<file path="config.mk">
export PLATFORM = sky130hd
export DESIGN_NAME = ipg_defer_timer
export DESIGN_NICKNAME = d
export VERILOG_FILES = /design/src/rtl/ipg_defer_timer.sv
export SDC_FILE = /design/constraint.sdc
export NUM_CORES = 1
export LEC_CHECK = 0
export ABC_CLOCK_PERIOD_IN_PS = 6300
export BUFFER_PORTS_ARGS = -buffer_cell sky130_fd_sc_hd__clkbuf_2
export CAP_MARGIN = 20
export CORE_AREA = 2 2 60 62
export CTS_BUF_LIST = sky130_fd_sc_hd__clkbuf_16
export CTS_CLUSTER_DIAMETER = 120
export DETAILED_ROUTE_END_ITERATION = 12
export DIE_AREA = 0 0 62 64
export HOLD_SLACK_MARGIN = 0.05
export PLACE_DENSITY_LB_ADDON = 0.15
export SYNTH_ARGS = -nofsm -noshare
export SYNTH_HDL_FRONTEND = slang
export SYNTH_SLANG_ARGS = --single-unit
</file>
<file path="constraint.sdc">
create_clock -name clk -period 6.3 [get_ports clk]
set_clock_uncertainty 0.1 [all_clocks]
set_input_delay 1.89 -clock clk [delete_from_list [all_inputs] [get_ports clk]]
set_output_delay 1.89 -clock clk [all_outputs]
set_load 0.1 [all_outputs]
</file>
<file path="src/rtl/ipg_defer_timer.sv">
module ipg_defer_timer #(
  parameter int GW = 7
) (
  input  logic          clk,
  input  logic          rst_n,
  input  logic          nib_stb,
  input  logic          full_dup,
  input  logic          crs,
  input  logic          tx_end,
  input  logic          tx_req,
  input  logic [GW-1:0] gap_b2b,
  input  logic [GW-1:0] gap_win,
  input  logic [GW-1:0] gap_tot,
  output logic          tx_ok
);
  localparam int CW = GW + 1;
  localparam logic [CW-1:0] CNT_MAX = '1;
  localparam logic [CW-1:0] FD_OFS  = CW'(3);
  localparam logic [CW-1:0] HD_OFS  = CW'(6);

  logic [CW-1:0] cnt;
  logic          in_b2b;
  logic          commit;
  logic          tx_ok_q;

  logic [CW-1:0] b2b_tgt, tot, win_eff, target;
  logic          gap_met, late_win, crs_hold, grant;

  assign b2b_tgt  = CW'(gap_b2b) + (full_dup ? FD_OFS : HD_OFS);
  assign tot      = CW'(gap_tot);
  assign win_eff  = (gap_win > gap_tot) ? tot : CW'(gap_win);
  assign target   = in_b2b ? b2b_tgt : tot;
  assign gap_met  = cnt >= target;
  assign late_win = !in_b2b && (cnt != '0) && (cnt >= win_eff) && (cnt < tot);
  assign crs_hold = !full_dup && crs && !(late_win || commit);
  assign grant    = !tx_ok_q && tx_req && gap_met && !crs_hold;
  assign tx_ok    = tx_ok_q;

  always_ff @(posedge clk) begin
    if (!rst_n) begin
      cnt     <= CNT_MAX;
      in_b2b  <= 1'b0;
      commit  <= 1'b0;
      tx_ok_q <= 1'b0;
    end else if (tx_end) begin
      tx_ok_q <= 1'b0;
      in_b2b  <= 1'b1;
      cnt     <= '0;
      commit  <= 1'b0;
    end else if (!tx_ok_q) begin
      if (crs_hold) begin
        in_b2b <= 1'b0;
        cnt    <= '0;
        commit <= 1'b0;
      end else begin
        if (nib_stb && cnt != CNT_MAX) cnt <= cnt + 1'b1;
        if (grant) begin
          tx_ok_q <= 1'b1;
          commit  <= 1'b0;
        end else if (!full_dup && crs && late_win) begin
          commit <= 1'b1;
        end else if (!crs && gap_met) begin
          commit <= 1'b0;
        end
      end
    end
  end

  assert_hold_R2: assert property (@(posedge clk) disable iff (!rst_n)
    tx_ok && !tx_end |=> tx_ok);

  assert_drop_R2: assert property (@(posedge clk) disable iff (!rst_n)
    tx_end |=> !tx_ok);

  assert_needs_req_R10: assert property (@(posedge clk) disable iff (!rst_n)
    $rose(tx_ok) |-> $past(tx_req));

  assert_fd_no_restart_R5: assert property (@(posedge clk) disable iff (!rst_n)
    full_dup && !tx_end && cnt != '0 |=> cnt != '0);

  assert_early_defer_R7: assert property (@(posedge clk) disable iff (!rst_n)
    !full_dup && crs && !tx_ok && !tx_end && !commit && !in_b2b && cnt < win_eff
    |=> cnt == '0);

  assert_late_ignored_R8: assert property (@(posedge clk) disable iff (!rst_n)
    !full_dup && !tx_ok && !tx_end && !in_b2b && cnt != '0 && cnt >= win_eff && cnt < tot
    |=> cnt != '0);
endmodule

</file>
* Yosys cells after proc, flatten, opt, wreduce, memory -nomap -nowiden
Index checks and enable logic that the tools add are counted.
Widths: inputs -> output; s select.
** Storage, ports and cells
- Memory bits (writable) :: 0
- Input bits :: 28
- Bits in registers :: 11
- Memories kept :: 0
- Latch bits :: 0
- Word-level logic and storage cells :: 57
- ROM bits :: 0
- Output and inout bits :: 1
** Operators by class
- Equal/unequal tests :: 2
- Bitwise gates (word level) :: 2
- Magnitude comparators :: 4
- Multiply operators :: 0
- Reductions and logical operators :: 26
- Muxes and demuxes :: 17
- $add $sub $neg :: 2
- Shift-type cells :: 0
- Div/mod/pow operators :: 0
** Operator list (number)
- $mux 8 :: 5
- $logic_and 1x1->1 :: 11
- $mux 1 :: 10
- $add 7x3->8 :: 1
- $add 8x1->8 const B :: 1
- $ge 8x7->1 :: 1
- $ge 8x8->1 :: 1
- $lt 8x7->1 :: 1
- $ne 8x8->1 const B :: 1
- $reduce_bool 8->1 :: 1
- $gt 7x7->1 :: 1
- $mux 7 :: 1
- $logic_not 1->1 :: 6
- $reduce_and 2->1 :: 3
- $reduce_bool 4->1 :: 1
- $mux 3 :: 1
- $reduce_bool 3->1 :: 1
- $ne 2x2->1 const B :: 1
- $not 1->1 :: 2
- $reduce_bool 2->1 :: 1
- $reduce_or 2->1 :: 1
- $logic_or 1x1->1 :: 1

* Logic depth before layout (Yosys ltp)
- Depth in word-level cells :: 13
- Mapped depth :: 15
- Gate-level depth less buffers :: 15

* Worst setup path before layout
OpenSTA, ideal clock, no wires.
- Path kind :: input-to-reg
- Start point :: input gap_tot[4]
- End point :: register cnt[2]
- Data required time :: 6.078 ns
- Data arrival time :: 5.092 ns
- Setup slack :: 0.987 ns
- Buffers on the path :: 0
- Cell stages on the path :: 14
- Library setup time :: 0.122 ns
- Path through :: inv_1 ha_1 a21o_1 a21o_1 a211oi_1 o21bai_1 mux2_1 ha_1 nand2b_1 a31oi_1 o21ai_1 a311oi_4 a221oi_1 a221o_1
** Between the ends
- Cells in the longest elaborated chain, start to end :: 11
- Elaborated cells between the ends (all ways) :: 14
- Those cells by class :: order compare (3); mux (4); reduce/logical (7)
** RTL lines
- start: declaration :: RTL line 13 : input logic [GW-1:0] gap_tot,
- $gt 7x7->1 :: RTL line 31 : assign win_eff = (gap_win > gap_tot) ? tot : CW'(gap_win);
- $mux 7 :: RTL line 31
- $ge 8x7->1 :: RTL line 34 : assign late_win = !in_b2b && (cnt != '0) && (cnt >= win_eff) && (cnt < tot);
- $logic_and 1x1->1 :: RTL line 34
- $logic_and 1x1->1 * :: RTL line 34
- $logic_or 1x1->1 * :: RTL line 35 : assign crs_hold = !full_dup && crs && !(late_win || commit);
- $logic_not 1->1 * :: RTL line 35
- $logic_and 1x1->1 * :: RTL line 35
- $mux 8 :: RTL line 51 : if (crs_hold) begin
- $mux 8 :: RTL line 50 : end else if (!tx_ok_q) begin
- $mux 8 :: RTL line 45 : end else if (tx_end) begin
- end signal: assignment :: RTL line 56 : if (nib_stb && cnt != CNT_MAX) cnt <= cnt + 1'b1;
- end: declaration :: RTL line 21 : logic [CW-1:0] cnt;
Mark *: on every way between the ends. The rest lies on a longest branch, timed or not. The select of a mux whose other input is x is not followed.
A chain may end at the register's enable or synchronous reset.

* Final worst setup path
- Start point :: input gap_tot[4]
- End point :: register cnt[0]
The elaborated chain is that of the path after synthesis.

==> flow_metrics.env <==
export IMPL_status="finished, final reports clean"
export IMPL_cts_resized=0
export IMPL_routedWlPerCell_um=14.7
export IMPL_vias=1585
export IMPL_area_delta_synth_final_pct=16.2
export IMPL_antenna_found_initial=0
export IMPL_syn_cell_area_sq_um=1590
export IMPL_synth_common_cells="ha_1, inv_1, o21ai_0"
export IMPL_fillCellCount=311
export IMPL_routed_wl_um=3940
export IMPL_cts_tree="yes"
export IMPL_gp_congestion=0.912
export IMPL_clock_fmax_mhz=181
export IMPL_row_count=21
export IMPL_drt_vias_per_instance=5.91
export IMPL_die_h_um=64
export IMPL_synth_most_common_cell="ha_1"
export IMPL_synth_area_top_cells="ha_1, dfxtp_1, mux2i_1"
export IMPL_drive_above_1_share=0.167
export IMPL_synth_nets=254
export IMPL_ys_flop_type="dfxtp_1"
export IMPL_final_hold_viol_count=0
export IMPL_seq_area_sq_um=220
export IMPL_p_per_area_nw_per_um2=179
export IMPL_seq_area_frac_synth=0.139
export IMPL_synth_cells=193
export IMPL_drtPass1Iterations=5
export IMPL_synth_enable_flop_cells=0
export IMPL_hp_class="flop to flop"
export IMPL_cts_path_max_buffers=2
export IMPL_numCtsBuffers=3
export IMPL_netlist_area_leader_share=0.260
export IMPL_crit_arrival_ns=5.56
export IMPL_hold_buffers=0
export IMPL_yosys_area_top_type="ha_1"
export IMPL_synth_cell_types=49
export IMPL_power_leakage_uw=0.000889
export IMPL_portBuffers=28
export IMPL_cts_sinks=11
export IMPL_dpl_hpwl_um=3300
export IMPL_critPathKind="input pin to flop"
export IMPL_maxCapViolCount=0
export IMPL_stdcell_area_sq_um=1850
export IMPL_startpoint_type="input pin"
export IMPL_worstHoldPathCells=1
export IMPL_setup_viol=0
export IMPL_rsz0062_at_grt="false"
export IMPL_die_area_sq_um=3970
export IMPL_peakVddDrop_uv=133
export IMPL_syn_avg_cell_area_sq_um=8.23
export IMPL_yosysWarnings=0
export IMPL_post_cts_buffers=0
export IMPL_cts_htree_levels=1
export IMPL_grt_pass1_vias=1601
export IMPL_ys_ff_latch=11
export IMPL_clkSlewWorstSetupHoldPaths_ns=0.04
export IMPL_tightestPinTransition_ns=0.668
export IMPL_placed_cell_area_sq_um=1770
export IMPL_grt_max_degree=15
export IMPL_worstSkewPairLatency_ns=0.24
export IMPL_worstPathRequired_ns=6.32
export IMPL_dieWidth_um=62
export IMPL_fin_crit_sh=0.879
export IMPL_min_period_ns=5.54
export IMPL_ant_nets=0
export IMPL_finalSetupTns_ns=0
export IMPL_initial_core_util=0.483
export IMPL_cp_max_fo=8
export IMPL_diodes=0
export IMPL_ff2ff_setup_slack_ns=3.63
export IMPL_slew_limit_headroom=0.554
export IMPL_nNetsFinal=284
export IMPL_ff2ff_path_depth=7
export IMPL_io_pin_count=29
export IMPL_critPathCaptureType="flop"
export IMPL_multi_input_area_sq_um=1280
export IMPL_grtUsageTotal=0.214
export IMPL_slew_violations=0
export IMPL_clockRootBuffer="clkbuf_16"
export IMPL_grt_pass1_wl_um=6650
export IMPL_fp_coreArea_sq_um=3280
export IMPL_post_route_drc_count=0
export IMPL_grt_overflow_total=0
export IMPL_synthArstFlopShare=0
export IMPL_drt_iter0_markers=68
-- layer usage --
layer | vias up | track usage | share of wire
met5 | - | 0 | 0
met1 | 730 | 0.248 | 0.43
met2 | 41 | 0.395 | 0.51
met4 | 0 | 0.0718 | 0.027
li1 | 804 | - | -
met3 | 10 | 0.0121 | 0.027
-- registers in the layout, summed over array words and instances, names as in the netlist --
name    cells
commit      1
cnt         8
in_b2b      1
tx_ok       1
-- worst paths after layout --
path / startpoint / end
max: gap_tot[4] / cnt[0]$_SDFFE_PN1P_
min: cnt[0]$_SDFFE_PN1P_ / cnt[0]$_SDFFE_PN1P_
max reg2reg: cnt[6]$_SDFFE_PN1P_ / cnt[0]$_SDFFE_PN1P_
min reg2reg: cnt[0]$_SDFFE_PN1P_ / cnt[0]$_SDFFE_PN1P_
-- cell type report --
type	count	share of cell area
multi-input cells	162	0.696
flip-flops and latches	11	0.119
repair buffers	28	0.0759
clock buffers	3	0.0407
inverters	17	0.0346
well taps	46	0.0312
clock inverters	1	0.00203
-- cell usage in the layout, fill, tap and decap left out, types with 3 or more instances in the layout --
master | Yosys | layout
ha_1 | 33 | 33
clkbuf_2 | 0 | 28
inv_1 | 17 | 18
o21ai_0 | 13 | 13
nand2_1 | 11 | 11
dfxtp_1 | 11 | 11
nand3_1 | 9 | 9
mux2i_1 | 8 | 8
a21o_1 | 7 | 7
nand4_1 | 6 | 6
a21oi_1 | 6 | 6
nor3_1 | 6 | 6
a31oi_1 | 5 | 5
nand2b_1 | 4 | 4
nor2b_1 | 4 | 4
nor2_1 | 4 | 4
a211oi_1 | 3 | 3
xor2_1 | 3 | 3
xnor2_1 | 3 | 3
o21ai_1 | 3 | 3
clkbuf_16 | 0 | 3
-- cells by family after synthesis --
logic type / after synthesis / share of synthesized area
buffers and inverters: 20 / 0.0520
adders and majority gates: 33 / 0.260
xor gates and xnor gates: 6 / 0.0331
muxes: 10 / 0.0646
and+or+nand+nor: 58 / 0.203
DFF: 11 / 0.139
AOI/OAI and AO/OA: 55 / 0.249
-- report_power, final --
part           switching, uW  total (uW)  internal, uW
combinational           65.7         124          57.9
clock                   30.7         114          83.3
sequential              16.2        92.0          75.8
total                    113         330           217
-- metrics by stage --
step | hold slack [ns] | instances | worst slack (ns) | power [uW] | utilization
floorplan | 0.461 | 193 | 0.987 | 180 | -
global placement | 0.524 | 264 | 0.651 | 211 | 0.538
detailed placement | 0.544 | 264 | 0.542 | 217 | 0.538
CTS | 0.550 | 268 | 0.745 | 331 | 0.562
global route | 0.574 | 268 | 0.529 | 354 | 0.562
finish | 0.538 | 268 | 0.761 | 330 | 0.562
-- worst max-delay path, cell delays in order --
cell and delay [ns]:
clkbuf_2 0.10, inv_1 0.06, ha_1 0.30, a21o_1 0.17, a21o_1 0.17, a211oi_1 0.33
o21bai_1 0.38, mux2_1 0.39, ha_1 0.27, nand2b_1 0.14, a31oi_1 0.16, o21ai_1 0.16
a311oi_4 0.51, o21ai_1 0.16, a311o_1 0.37
Note: power is estimated with default switching activity, not from simulation.
